`config.mk`:
```
export PLATFORM = sky130hd
export DESIGN_NAME = dram_act_guard
export DESIGN_NICKNAME = d
export VERILOG_FILES = /design/src/rtl/dag_pkg.sv /design/src/rtl/dag_bank.sv /design/src/rtl/dag_act_hist.sv /design/src/rtl/dram_act_guard.sv
export SDC_FILE = /design/constraint.sdc
export NUM_CORES = 1
export LEC_CHECK = 0
export ABC_CLOCK_PERIOD_IN_PS = 7500
export BUFFER_PORTS_ARGS = -buffer_cell sky130_fd_sc_hd__buf_4
export CAP_MARGIN = 5
export CORE_UTILIZATION = 30
export DETAILED_ROUTE_END_ITERATION = 16
export PLACE_DENSITY = 0.52
export SKIP_LAST_GASP = 1
export SYNTH_ARGS = -nofsm -noshare
export SYNTH_HDL_FRONTEND = slang
export SYNTH_HIERARCHICAL = 1
export SYNTH_SLANG_ARGS = --single-unit
```
`constraint.sdc`:
```
create_clock -name clk -period 7.5 [get_ports clk]
set_clock_uncertainty 0.15 [all_clocks]
set_input_delay 1.5 -clock clk [delete_from_list [all_inputs] [get_ports clk]]
set_output_delay 1.5 -clock clk [all_outputs]
set_load 0.01 [all_outputs]
```
`src/rtl/dag_pkg.sv`:
```
package dag_pkg;

    parameter int CNT_W  = 6;
    parameter int BANK_W = 3;

    typedef enum logic [2:0] {
        CMD_NOP   = 3'd0,
        CMD_ACT   = 3'd1,
        CMD_RD    = 3'd2,
        CMD_WR    = 3'd3,
        CMD_PRE   = 3'd4,
        CMD_PREA  = 3'd5,
        CMD_OTHER = 3'd7
    } cmd_e;

    typedef struct packed {
        logic [CNT_W-1:0] rc;
        logic [CNT_W-1:0] rrd;
        logic [CNT_W-1:0] ras;
        logic [CNT_W-1:0] rp;
        logic [CNT_W-1:0] faw;
    } tcfg_t;

    function automatic cmd_e dag_decode(input logic cs_n, input logic ras_n,
                                        input logic cas_n, input logic we_n,
                                        input logic all);
        cmd_e c;
        if (cs_n) begin
            c = CMD_NOP;
        end else begin
            case ({ras_n, cas_n, we_n})
                3'b111:  c = CMD_NOP;
                3'b011:  c = CMD_ACT;
                3'b101:  c = CMD_RD;
                3'b100:  c = CMD_WR;
                3'b010:  c = all ? CMD_PREA : CMD_PRE;
                default: c = CMD_OTHER;
            endcase
        end
        return c;
    endfunction

    function automatic logic [CNT_W-1:0] sat_inc(input logic [CNT_W-1:0] x);
        return (x == {CNT_W{1'b1}}) ? x : x + 1'b1;
    endfunction

endpackage

```
`src/rtl/dag_bank.sv`:
```
module dag_bank
    import dag_pkg::*;
(
    input  logic  clk,
    input  logic  rst,
    input  tcfg_t cfg,
    input  logic  do_act,
    input  logic  do_pre,
    input  logic  pall_mark,
    output logic  is_open,
    output logic  act_ok,
    output logic  pre_ok
);
    logic [CNT_W-1:0] since_act;
    logic [CNT_W-1:0] since_pre;
    logic             pall_last;
    logic [CNT_W:0]   need_rp;

    always_ff @(posedge clk) begin
        if (rst) begin
            is_open   <= 1'b0;
            since_act <= '1;
            since_pre <= '1;
            pall_last <= 1'b0;
        end else begin
            since_act <= do_act ? {{(CNT_W-1){1'b0}}, 1'b1} : sat_inc(since_act);
            since_pre <= do_pre ? {{(CNT_W-1){1'b0}}, 1'b1} : sat_inc(since_pre);
            if (do_act) begin
                is_open <= 1'b1;
            end else if (do_pre) begin
                is_open   <= 1'b0;
                pall_last <= pall_mark;
            end
        end
    end

    always_comb begin
        need_rp = {1'b0, cfg.rp} + {{CNT_W{1'b0}}, pall_last};
        act_ok  = !is_open && (since_act >= cfg.rc) && ({1'b0, since_pre} >= need_rp);
        pre_ok  = !is_open || (since_act >= cfg.ras);
    end

    AST_ACT_ON_CLOSED: assert property (@(posedge clk) disable iff (rst)
        do_act |-> !is_open);
    AST_OPEN_AFTER_ACT: assert property (@(posedge clk) disable iff (rst)
        do_act |=> is_open);
    AST_SAME_BANK_RC: assert property (@(posedge clk) disable iff (rst)
        do_act |-> since_act >= cfg.rc);
    AST_RAS_BEFORE_PRE: assert property (@(posedge clk) disable iff (rst)
        (do_pre && is_open) |-> since_act >= cfg.ras);

endmodule

```
`src/rtl/dag_act_hist.sv`:
```
module dag_act_hist
    import dag_pkg::*;
#(
    parameter int DEPTH = 4
) (
    input  logic  clk,
    input  logic  rst,
    input  tcfg_t cfg,
    input  logic  do_act,
    output logic  rrd_ok,
    output logic  faw_ok
);
    logic [CNT_W-1:0] age [DEPTH];

    always_ff @(posedge clk) begin
        if (rst) begin
            age[0] <= '1;
        end else if (do_act) begin
            age[0] <= {{(CNT_W-1){1'b0}}, 1'b1};
        end else begin
            age[0] <= sat_inc(age[0]);
        end
    end

    for (genvar i = 1; i < DEPTH; i++) begin : g_slot
        always_ff @(posedge clk) begin
            if (rst) begin
                age[i] <= '1;
            end else if (do_act) begin
                age[i] <= sat_inc(age[i-1]);
            end else begin
                age[i] <= sat_inc(age[i]);
            end
        end
    end

    assign rrd_ok = age[0] >= cfg.rrd;
    assign faw_ok = age[DEPTH-1] >= cfg.faw;

    AST_RRD_SPACING: assert property (@(posedge clk) disable iff (rst)
        do_act |-> age[0] >= cfg.rrd);
    AST_FAW_WINDOW: assert property (@(posedge clk) disable iff (rst)
        do_act |-> age[DEPTH-1] >= cfg.faw);

endmodule

```
`src/rtl/dram_act_guard.sv`:
```
module dram_act_guard
    import dag_pkg::*;
#(
    parameter int NB      = 8,
    parameter int WIN_ACT = 4,
    localparam int BW     = BANK_W
) (
    input  logic             clk,
    input  logic             rst,
    input  logic             cs_n,
    input  logic             ras_n,
    input  logic             cas_n,
    input  logic             we_n,
    input  logic [BW-1:0]    ba,
    input  logic             all_banks,
    input  logic [CNT_W-1:0] t_rc,
    input  logic [CNT_W-1:0] t_rrd,
    input  logic [CNT_W-1:0] t_ras,
    input  logic [CNT_W-1:0] t_rp,
    input  logic [CNT_W-1:0] t_faw,
    output logic             cmd_ok,
    output logic             viol,
    output logic [BW-1:0]    viol_bank,
    output logic [2:0]       viol_cmd
);
    tcfg_t          cfg;
    cmd_e           op;
    logic           guarded;
    logic [NB-1:0]  open_vec, act_ok_vec, pre_ok_vec, do_act_vec, do_pre_vec;
    logic           pall_mark, rrd_ok, faw_ok, any_act;

    assign cfg = '{rc: t_rc, rrd: t_rrd, ras: t_ras, rp: t_rp, faw: t_faw};
    assign op  = dag_decode(cs_n, ras_n, cas_n, we_n, all_banks);

    always_comb begin
        guarded = 1'b1;
        case (op)
            CMD_ACT:  cmd_ok = act_ok_vec[ba] && rrd_ok && faw_ok;
            CMD_RD,
            CMD_WR:   cmd_ok = open_vec[ba];
            CMD_PRE:  cmd_ok = pre_ok_vec[ba];
            CMD_PREA: cmd_ok = &pre_ok_vec;
            default: begin
                cmd_ok  = 1'b1;
                guarded = 1'b0;
            end
        endcase
        pall_mark = cmd_ok && (op == CMD_PREA);
        any_act   = cmd_ok && (op == CMD_ACT);
    end

    for (genvar b = 0; b < NB; b++) begin : g_bank
        assign do_act_vec[b] = any_act && (ba == b[BW-1:0]);
        assign do_pre_vec[b] = cmd_ok && ((op == CMD_PRE && ba == b[BW-1:0]) || op == CMD_PREA);

        dag_bank u_bank (
            .clk      (clk),
            .rst      (rst),
            .cfg      (cfg),
            .do_act   (do_act_vec[b]),
            .do_pre   (do_pre_vec[b]),
            .pall_mark(pall_mark),
            .is_open  (open_vec[b]),
            .act_ok   (act_ok_vec[b]),
            .pre_ok   (pre_ok_vec[b])
        );
    end

    dag_act_hist #(.DEPTH(WIN_ACT)) u_hist (
        .clk   (clk),
        .rst   (rst),
        .cfg   (cfg),
        .do_act(any_act),
        .rrd_ok(rrd_ok),
        .faw_ok(faw_ok)
    );

    always_ff @(posedge clk) begin
        if (rst) begin
            viol      <= 1'b0;
            viol_bank <= '0;
            viol_cmd  <= 3'd0;
        end else if (guarded && !cmd_ok && !viol) begin
            viol      <= 1'b1;
            viol_bank <= (op == CMD_PREA) ? '0 : ba;
            viol_cmd  <= op;
        end
    end

    AST_VIOL_STICKY: assert property (@(posedge clk) disable iff (rst)
        viol |=> viol);
    AST_REFUSE_NO_CHANGE: assert property (@(posedge clk) disable iff (rst)
        (guarded && !cmd_ok) |=> $stable(open_vec));
    AST_RD_WR_OPEN: assert property (@(posedge clk) disable iff (rst)
        ((op == CMD_RD || op == CMD_WR) && cmd_ok) |=> open_vec[$past(ba)]);

endmodule

```
== Word level (Yosys, flattened, before mapping) ==
Memories as Yosys holds them, arrays and structs flattened.
Cells that the tools add are included.

* $add $sub $neg: 28
* $lt $le $gt $ge: 27
* Equality and inequality tests: 53
* Mux-type cells: 80
* Bitwise logic cells: 16
* Reductions and logical operators: 108

{| class="wikitable"
|+ Operator list
! cell !! number
|-
| $mux 6 || 44
|-
| $add 6x1->6 const B || 20
|-
| $eq 6x6->1 const B || 20
|-
| $ge 6x6->1 || 18
|-
| $add 6x1->7 || 8
|-
| $ge 6x7->1 || 8
|-
| $logic_and 1x1->1 || 46
|-
| $reduce_or 2->1 || 17
|-
| $ne 2x1->1 const B || 16
|-
| $mux 1 || 29
|-
| $eq 3x3->1 const B || 9
|-
| $eq 3x2->1 const B || 6
|-
| $logic_or 1x1->1 || 16
|-
| $reduce_and 2->1 || 8
|-
| $reduce_bool 2->1 || 8
|-
| $pmux 3 s5 || 1
|-
| $logic_not 1->1 || 10
|-
| $bmux 1 s3 || 3
|-
| $not 1->1 || 8
|-
| $or 1x1->1 || 8
|-
| $reduce_and 8->1 || 1
|-
| $eq 3x1->1 const B || 2
|-
| $mux 3 || 2
|-
| $reduce_or 5->1 || 1
|-
| other kinds (3) || 3
|}

* Register bits: 119
* Memory bits (writable): 24
* Input bits: 40
* Output and inout bits: 8
* Logic and storage cells: 364
* Memories kept: 1

{| class="wikitable"
|+ Memory list
! name !! depth !! bits a word !! read ports !! clocked after memory_dff !! wr ports !! line !! text
|-
| u_hist.age || 4 || 6 || 4 || 0 || 4 || dag_act_hist.sv:13 || <nowiki>logic [CNT_W-1:0] age [DEPTH];</nowiki>
|}

== Logic depth before layout (Yosys ltp) ==
Gate-level depths: netlist (run 1).

* Word-level depth: 14
* Gate-level depth with buffers: 18

== Cells and area by module ==
Netlist (run 1), hierarchy kept.

{| class="wikitable"
|+ By module, submodules not included
! module !! times used !! cells an instance !! area an instance (um^2)
|-
| dag_bank (g_bank[0].u_bank ...) || 7 || 130 || 1,132.3
|-
| dag_act_hist || 1 || 177 || 1,759.2
|-
| dag_bank (g_bank[5].u_bank) || 1 || 130 || 1,138.6
|-
| dram_act_guard || 1 || 108 || 855.8
|}

== Worst setup path before layout (run 1) ==
OpenSTA, ideal clock, no wires.

* Kind: input -> output
* From: in t_rp[0]
* To: out cmd_ok
* Arrival: 3.921 ns
* Path slack: 1.929 ns
* Cell stages on the path: 15
* Path buffers: 0
* Path through: ha_1 -> ha_1 -> nand3_1 -> xor2_1 -> ha_1 -> a21o_1 -> a21oi_1 -> o21ai_0 -> nor4b_1 -> mux2i_1 -> a22oi_1 -> nand4_1 -> inv_1 -> nor3_2 -> inv_1

* Longest elaborated chain between the ends: 8

{| class="wikitable"
|+ Ends and longest elaborated chain
! item !! line !! text
|-
| start, declared || dram_act_guard.sv:19 || <nowiki>input logic [CNT_W-1:0] t_rp,</nowiki>
|-
| $add 6x1->7 || dag_bank.sv:38 || <nowiki>need_rp = {1'b0, cfg.rp} + {{CNT_W{1'b0}}, pall_last};</nowiki>
|-
| $ge 6x7->1 || dag_bank.sv:39 || <nowiki>act_ok = !is_open && (since_act >= cfg.rc) && ({1'b0, since_pre} >= need_rp);</nowiki>
|-
| $logic_and 1x1->1 || dag_bank.sv:39 ||
|-
| named net act_ok_vec[5] || dram_act_guard.sv:29 || <nowiki>logic [NB-1:0] open_vec, act_ok_vec, pre_ok_vec, do_act_vec, do_pre_vec;</nowiki>
|-
| $bmux 1 s3 || dram_act_guard.sv:38 || <nowiki>CMD_ACT: cmd_ok = act_ok_vec[ba] && rrd_ok && faw_ok;</nowiki>
|-
| $mux 1 (not written as such) || dram_act_guard.sv:38 ||
|-
| $logic_and 1x1->1 (2 in series) || dram_act_guard.sv:38 ||
|-
| $pmux 1 s4 || dram_act_guard.sv:37 || <nowiki>case (op)</nowiki>
|-
| end, declared || dram_act_guard.sv:21 || <nowiki>output logic cmd_ok,</nowiki>
|}

The timed path passes the listed nets, and every way through them passes these cells. The select of a mux whose other input is x is not followed.

== Worst setup path after layout (run 1) ==
Same ends and word-level chain as after synthesis.

==> flow_summary.json, run 1 <==
{
  "via_per_inst": 5.11,
  "holdBufCountCts": 0,
  "slew_viol_final": 0,
  "final_cell_count_no_fill": 1924,
  "setup_violations": 0,
  "die_h_um": 199,
  "first_pass_iters": 6,
  "postLayoutCoreUtil_pct": 35.0,
  "numClockSinks": 143,
  "synthArstFlopShare_pct": 0,
  "holdWs_ps": 333,
  "p_leak_nw": 5.92,
  "dpl.cell_count": 1891,
  "clockBufferDepth": 2,
  "start_util_pct": 30.7,
  "layout-drive-gt1-share_pct": 9.63,
  "drv_cap": 0,
  "vdd_drop_max_v": 0.000170,
  "syn_area_mm2": 0.0117,
  "track_usage_pct": 16.1,
  "regArea_mm2": 0.00310,
  "p_int_mw": 2.45,
  "io_buffers": 47,
  "power.share.clock_pct": 22.7,
  "tightest_slew_ps": 1180,
  "clkTransAtPathRegs_ps": 60,
  "grt_first_pass_wirelength_um": 49700,
  "area_growth_pct": 14.0,
  "dp_hpwl_um": 22700,
  "combPwrFrac_pct": 45.0,
  "antenna_found_initial": 1,
  "seq_area_frac_synth_pct": 26.6,
  "switchingPower_mw": 1.55,
  "grt_pass1_vias": 9470,
  "critical_path_class": "in -> out",
  "critical_path_arrival_ps": 4490,
  "cts_tree": "yes",
  "cts_resized": 0,
  "period_minus_slack_ps": 6140,
  "synth_warnings": 6,
  "timing.final.crit_share_pct": 81.9,
  "fill_cells": 4031,
  "slowest_stage": "a2111oi_2",
  "path_cells": "buf_4, ha_1, ha_1, xnor2_1, ha_1, o21ai_0, o21ai_1, o2111ai_1, a2111oi_2, mux2i_1, a22oi_1, nand4_1, inv_1, nor3_2, inv_1, buf_4",
  "switching_share_pct": 38.8,
  "h-tree-depth": 4,
  "drtIter0Drc": 519,
  "max_slew_margin_pct": 20.5,
  "dr.max_layer_used": "met4",
  "hold_viol_final": 0,
  "synth_flop_cell": "dfxtp_1",
  "rsz0062_at_grt": "false",
  "synth-edff-count": 24,
  "cts_setup_buffers": 0,
  "synth_cell_types": 67,
  "min_path_type": "reg -> reg",
  "drt_wl_total_um": 31000,
  "dr_wl_met3_um": 1410,
  "wire_per_inst_um": 16.1,
  "grt_start_max_net_pins": 35,
  "gp_congestion": 0.804,
  "ios": 48,
  "synthTopCellsByArea": "ha_1 21%, dfxtp_1 20%, edfxtp_1 6.2%, inv_1 4.4%, mux2i_1 3.8%",
  "seqPwrFrac_pct": 32.4,
  "cpMostUsedCell": "ha_1",
  "drc": 0,
  "synthCells": 1325,
  "required_ps": 5850,
  "clk_latency_ps": 440,
  "critical-path-top-delay-family": "compound AO/OA/AOI/OAI gates",
  "max_freq_ghz": 0.163,
  "critPathLaunchType": "input pin",
  "max_stage_delay_ps": 370,
  "synth_top_area_share_pct": 21.4,
  "wl_met1_um": 15000,
  "synth-seq-cells": 143,
  "vias": 9824,
  "core_mm2": 0.0380,
  "rows": 71,
  "crit_fanout": 16,
  "crit_buf_inv": 4,
  "status": "completed",
  "gr-total-overflow": 0,
  "multi_input_area_mm2": 0.00803,
  "clock-root-buffer": "clkbuf_16",
  "final_nets": 1639,
  "route.met2.wl_um": 14100,
  "power_density_mw_per_mm2": 301,
  "die_area_mm2": 0.0397,
  "die_w_um": 199,
  "worstSetupEndpointType": "output pin",
  "cts-buffers-inserted": 17,
  "finalSetupTns_ps": 0,
  "drtAntennaViolNets": 0,
  "syn-mean-instance-area_um2": 8.82,
  "yosys.area.top_type": "ha_1"
}
-- placed cells by master (no fill, tap or decap), types with 8 or more instances in the layout --
cell | synthesis | final
a211o_1 | 25 | 25
a211oi_1 | 9 | 9
a21o_1 | 16 | 16
a21oi_1 | 70 | 70
a31o_1 | 8 | 8
a31oi_1 | 20 | 20
and3_1 | 20 | 20
and3_4 | 9 | 9
and4_2 | 8 | 8
and4b_1 | 8 | 8
buf_4 | 1 | 51
clkbuf_16 | 0 | 17
clkinv_1 | 8 | 9
conb_1 | 1 | 18
dfxtp_1 | 119 | 119
edfxtp_1 | 24 | 24
ha_1 | 200 | 200
inv_1 | 137 | 137
mux2i_1 | 44 | 44
nand2_1 | 92 | 92
nand2b_1 | 25 | 25
nand3_1 | 66 | 66
nand3_4 | 9 | 9
nand3b_1 | 19 | 19
nor2_1 | 73 | 73
nor2b_1 | 11 | 11
nor3b_1 | 9 | 9
nor4bb_1 | 8 | 8
o2111ai_1 | 8 | 8
o21a_1 | 8 | 8
o21ai_0 | 75 | 75
o21ai_1 | 8 | 8
o21bai_1 | 8 | 8
o22ai_1 | 8 | 8
o31ai_1 | 31 | 31
or3_1 | 10 | 10
xnor2_1 | 39 | 39
xor2_1 | 18 | 18
-- layout make-up --
| cell class | instances | area share (%) |
|---|---|---|
| inverter | 145 | 4.09 |
| tap | 511 | 4.80 |
| antenna | 1 | 0.0188 |
| timing repair buffer | 51 | 2.88 |
| clock buffer | 18 | 3.22 |
| multi-input combinational | 1041 | 60.3 |
| clock inverter | 14 | 1.34 |
| sequential | 143 | 23.3 |
-- worst min-delay path, stage by stage (launching register included) --
cell and delay (ps):
dfxtp_1 310, nand2b_1 70, mux2i_1 60
-- routing by layer --
layer | track usage, % | up-vias
li1 | - | 4996
met1 | 21.3 | 4629
met2 | 26.6 | 172
met3 | 3.07 | 27
met4 | 4.47 | 0
met5 | 0 | -
-- synth_stat cells (9+ instances only) --
library cell  number
a21o_1            16
or3_1             10
o21ai_0           75
xor2_1            18
xnor2_1           39
nand3_4            9
mux2i_1           44
a211oi_1           9
o31ai_1           31
nand3_1           66
nand2_1           92
nor3b_1            9
a31oi_1           20
nor2b_1           11
nand3b_1          19
inv_1            137
a21oi_1           70
a211o_1           25
nor2_1            73
edfxtp_1          24
dfxtp_1          119
ha_1             200
and3_1            20
and3_4             9
nand2b_1          25
-- state kept, by name, summed over array words and instances, names as in the netlist --
signal and cells:
g_bank.u_bank/is_open 8, g_bank.u_bank/pall_last 8, g_bank.u_bank/since_act 48, g_bank.u_bank/since_pre 48, u_hist/age 24, viol 1
viol_bank 3, viol_cmd 3
-- worst paths after layout --
check | start | to | depth (start not counted) | slack [ps]
hold reg to reg | viol_cmd[2]$_SDFFE_PP0P_ | viol_cmd[2]$_SDFFE_PP0P_ | 2 | 330
setup / recovery | t_rp[0] | cmd_ok | 16 | 1360
hold / removal | viol_cmd[2]$_SDFFE_PP0P_ | viol_cmd[2]$_SDFFE_PP0P_ | 2 | 330
setup reg to reg | u_hist/age[0][0]$_SDFFCE_PN1P_ | g_bank[4].u_bank/pall_last$_SDFFE_PP0P_ | 16 | 3020
-- power groups by stage --
stage | Sequential, mW | Clock (mW) | Combinational [mW]
finish | 1.30 | 0.907 | 1.80
global route | 1.34 | 0.962 | 2.06
CTS | 1.30 | 0.930 | 1.81
detailed placement | 1.31 | 0 | 1.80
global placement | 1.31 | 0 | 1.75
floorplan | 1.22 | 0 | 1.48
-- cells by family after synthesis --
family          count (synthesis)  share of synthesized area, %
simple gates                  395                          19.8
compound gates                323                          18.2
fa+ha+maj                     200                          21.4
buf+inv                       158                          5.32
flops                         143                          26.6
xor+xnor                       57                          4.27
mux                            48                          4.38
other cells                     1                        0.0321
-- through the flow --
step / power, mW / area, um^2 / worst slack [ps]
2_1_floorplan: 2.70 / 11700 / 1930
3_3_place_gp: 3.06 / 12700 / 1410
3_5_place_dp: 3.11 / 12700 / 1360
4_1_cts: 4.04 / 13300 / 1360
5_1_grt: 4.36 / 13300 / 1060
6_report: 4.00 / 13300 / 1360
No activity file was read; power rests on OpenSTA's default activity.
==> run 2: changes to the inputs <==
--- a/config.mk
+++ b/config.mk
@@ -5,12 +5,13 @@
 export SDC_FILE = /design/constraint.sdc
 export NUM_CORES = 1
 export LEC_CHECK = 0
-export ABC_CLOCK_PERIOD_IN_PS = 7500
+export ABC_AREA = 1
+export ABC_CLOCK_PERIOD_IN_PS = 5390
 export BUFFER_PORTS_ARGS = -buffer_cell sky130_fd_sc_hd__buf_4
 export CAP_MARGIN = 5
 export CORE_UTILIZATION = 30
 export DETAILED_ROUTE_END_ITERATION = 16
-export PLACE_DENSITY = 0.52
+export PLACE_DENSITY = 0.53
 export SKIP_LAST_GASP = 1
 export SYNTH_ARGS = -nofsm -noshare
 export SYNTH_HDL_FRONTEND = slang
==> constraint.sdc (replaced) <==
create_clock -name clk -period 5.39 [get_ports clk]
set_clock_uncertainty 0.15 [all_clocks]
set_input_delay 1.078 -clock clk [delete_from_list [all_inputs] [get_ports clk]]
set_output_delay 1.078 -clock clk [all_outputs]
set_load 0.01 [all_outputs]
==> run 2 against run 1 <==
  * The flow now finishes with violations (DRC)
  * Clock-buffer cell count down 1
  * Sequential power grew 42%
  * Die area grew 7.3%
  * Synthesized cell count increased by 36%
  * Global-route usage grew 0.13 points
  * Final cell count increased by 27%
  * Register-to-register slack worse by 1700 ps
  * Via count rose by 17%
  * First-iteration DRC count rose by 24%
  * Critical path type unchanged
  * Largest cell class unchanged
==> flow_summary.json, run 2 <==
{
  "status": "finished, violations left",
  "violations": "DRC",
  "worstSetupEndpointType": "output pin",
  "final_cell_count_no_fill": 2438,
  "synth-edff-count": 24,
  "rows": 74,
  "cts-buffers-inserted": 17,
  "grt_pass1_vias": 10500,
  "h-tree-depth": 4,
  "synth-seq-cells": 143,
  "clk_latency_ps": 450,
  "synth_top_family_by_area": "simple AND/OR/NAND/NOR gates",
  "critPathLaunchType": "input pin",
  "clock-root-buffer": "clkbuf_16",
  "grt_start_max_net_pins": 33,
  "min_path_type": "reg -> reg",
  "ios": 48,
  "drtIter0Drc": 644,
  "top_regs": "g_bank.u_bank/since_act: 48 flops, g_bank.u_bank/since_pre: 48 flops, u_hist/age: 24 flops",
  "switching_share_pct": 44.0,
  "clkTransAtPathRegs_ps": 60,
  "combPwrFrac_pct": 47.4,
  "vias": 11500,
  "required_ps": 4160,
  "finalPower_mw": 5.90,
  "setup_violations": 0,
  "drc": 2,
  "start_util_pct": 30.6,
  "yosys.area.top_type": "ha_1",
  "dpl.cell_count": 2406,
  "finalSetupTns_ps": 0,
  "power.share.clock_pct": 21.3,
  "placed_cell_area_mm2": 0.0137,
  "track_usage_pct": 16.3,
  "holdBufCountCts": 0,
  "holdWs_ps": 342,
  "synth_top_area_share_pct": 20.0,
  "max_freq_ghz": 0.201,
  "clockBufferDepth": 2,
  "p_int_mw": 3.30,
  "first_pass_iters": 13,
  "seq_area_frac_synth_pct": 24.7,
  "synthCells": 1805,
  "power_density_mw_per_mm2": 414,
  "cts_resized": 0,
  "synth_cell_types": 41,
  "final_nets": 2133,
  "fill_cells": 4296,
  "final_common_cell": "nand2_1",
  "die_area_mm2": 0.0426,
  "synthXorXnorAreaFrac_pct": 2.86,
  "dp_slack_ps": 308,
  "io_buffers": 47,
  "layout-drive-gt1-share_pct": 11.1,
  "yosys.area_share.simple_pct": 30.3,
  "ys_top_cells_by_count": "384 x nand2_1, 327 x inv_1, 200 x ha_1",
  "switchingPower_mw": 2.60,
  "grt_first_pass_wirelength_um": 54100,
  "cts_setup_buffers": 0,
  "num_antenna_cells": 0,
  "design_area_mm2": 0.0143,
  "synth_most_common_cell": "nand2_1",
  "synth-compound-area-share_pct": 10.7,
  "synthTopCellsByArea": "ha_1 20%, dfxtp_1 19%, nand2_1 11%, inv_1 9.8%, nand3_1 7.0%",
  "die_w_um": 206,
  "die_h_um": 206,
  "synthArstFlopShare_pct": 0,
  "p_leak_nw": 7.50,
  "muxShareOfSynthArea_pct": 0,
  "critical_path_class": "in -> out",
  "core_mm2": 0.0410,
  "crit_fanout": 15,
  "synth_flop_cell": "dfxtp_1",
  "via_per_inst": 4.70,
  "numClockSinks": 143,
  "worst_slack_ps": 424,
  "final_cell_mix": "384 x nand2_1, 327 x inv_1, 200 x ha_1",
  "vdd_drop_max_v": 0.000210,
  "gp_congestion": 0.850,
  "slew_viol_final": 0,
  "tightest_slew_ps": 757,
  "timing.final.crit_share_pct": 92.1,
  "postLayoutCoreUtil_pct": 34.8,
  "drv_cap": 0,
  "gr-total-overflow": 0,
  "area_growth_pct": 13.8,
  "drtAntennaViolNets": 0,
  "syn-mean-instance-area_um2": 6.95,
  "synthAdderAreaFrac_pct": 20.0,
  "period_minus_slack_ps": 4970,
  "cts_tree": "yes",
  "hold_viol_final": 0,
  "synth_warnings": 6,
  "rsz0062_at_grt": "false",
  "syn_area_mm2": 0.0125,
  "wire_per_inst_um": 13.6,
  "critical_path_arrival_ps": 3740,
  "antenna_found_initial": 0,
  "dp_hpwl_um": 25100,
  "max_slew_margin_pct": 49.5,
  "drt_wl_total_um": 33200,
  "seqPwrFrac_pct": 31.2
}
run 2: kinds of logic after synthesis:
group	count (synthesis)
XOR/XNOR	41
AND/OR/NAND/NOR	814
other	1
AO/OA/AOI/OAI	238
buffers and inverters	368
flip-flops	143
adder cells (fa/ha/maj)	200
run 2: worst max-delay path, stage by stage:
cell and delay, ps:
buf_4 280, ha_1 220, ha_1 200, nand3_1 100
xor2_1 170, ha_1 320, a21o_2 210, nand3_2 60
nand2_1 50, clkinv_1 50, nand3_2 50, nand2_1 60
inv_1 30, nand2_1 50, nand2_1 50, nand2_1 60
nand3_2 120, nand4_4 160, nand2_2 80, nor2_4 120
inv_2 50, buf_4 130
run 2: layer usage:
metal / routed length, um / global-route usage (%) / up-vias
li1: - / - / 6062
met2: 14000 / 25.1 / 195
met3: 1380 / 2.70 / 20
met4: 262 / 3.41 / 0
met5: 0 / 0 / -
met1: 17500 / 23.5 / 5178
run 2: area by class of cell:
| class | count | area, um^2 | share of cell area, % |
|---|---|---|---|
| multi-input cells | 1311 | 8070 | 56.6 |
| flip-flops and latches | 143 | 3100 | 21.8 |
| inverters | 357 | 1340 | 9.39 |
| well taps | 532 | 666 | 4.67 |
| repair buffers | 63 | 473 | 3.32 |
| clock buffers | 17 | 425 | 2.98 |
| clock inverters | 15 | 183 | 1.28 |
run 2: power groups by stage:
| stage | Combinational, mW | Clock, mW | Sequential [mW] |
|---|---|---|---|
| 2_1_floorplan | 2.26 | 0 | 1.73 |
| 3_3_place_gp | 2.72 | 0 | 1.86 |
| 3_5_place_dp | 2.79 | 0 | 1.86 |
| 4_1_cts | 2.80 | 1.30 | 1.84 |
| 5_1_grt | 3.30 | 1.34 | 1.89 |
| 6_report | 2.80 | 1.26 | 1.84 |
run 2: final timing paths:
check / slack (ps) / endpoint / cells after the start / start
hold / removal: 340 / viol_cmd[1]$_SDFFE_PP0P_ / 2 / viol_cmd[1]$_SDFFE_PP0P_
hold reg to reg: 340 / viol_cmd[1]$_SDFFE_PP0P_ / 2 / viol_cmd[1]$_SDFFE_PP0P_
setup reg to reg: 1330 / g_bank[6].u_bank/pall_last$_SDFFE_PP0P_ / 23 / g_bank[2].u_bank/pall_last$_SDFFE_PP0P_
setup / recovery: 420 / cmd_ok / 22 / t_rp[0]
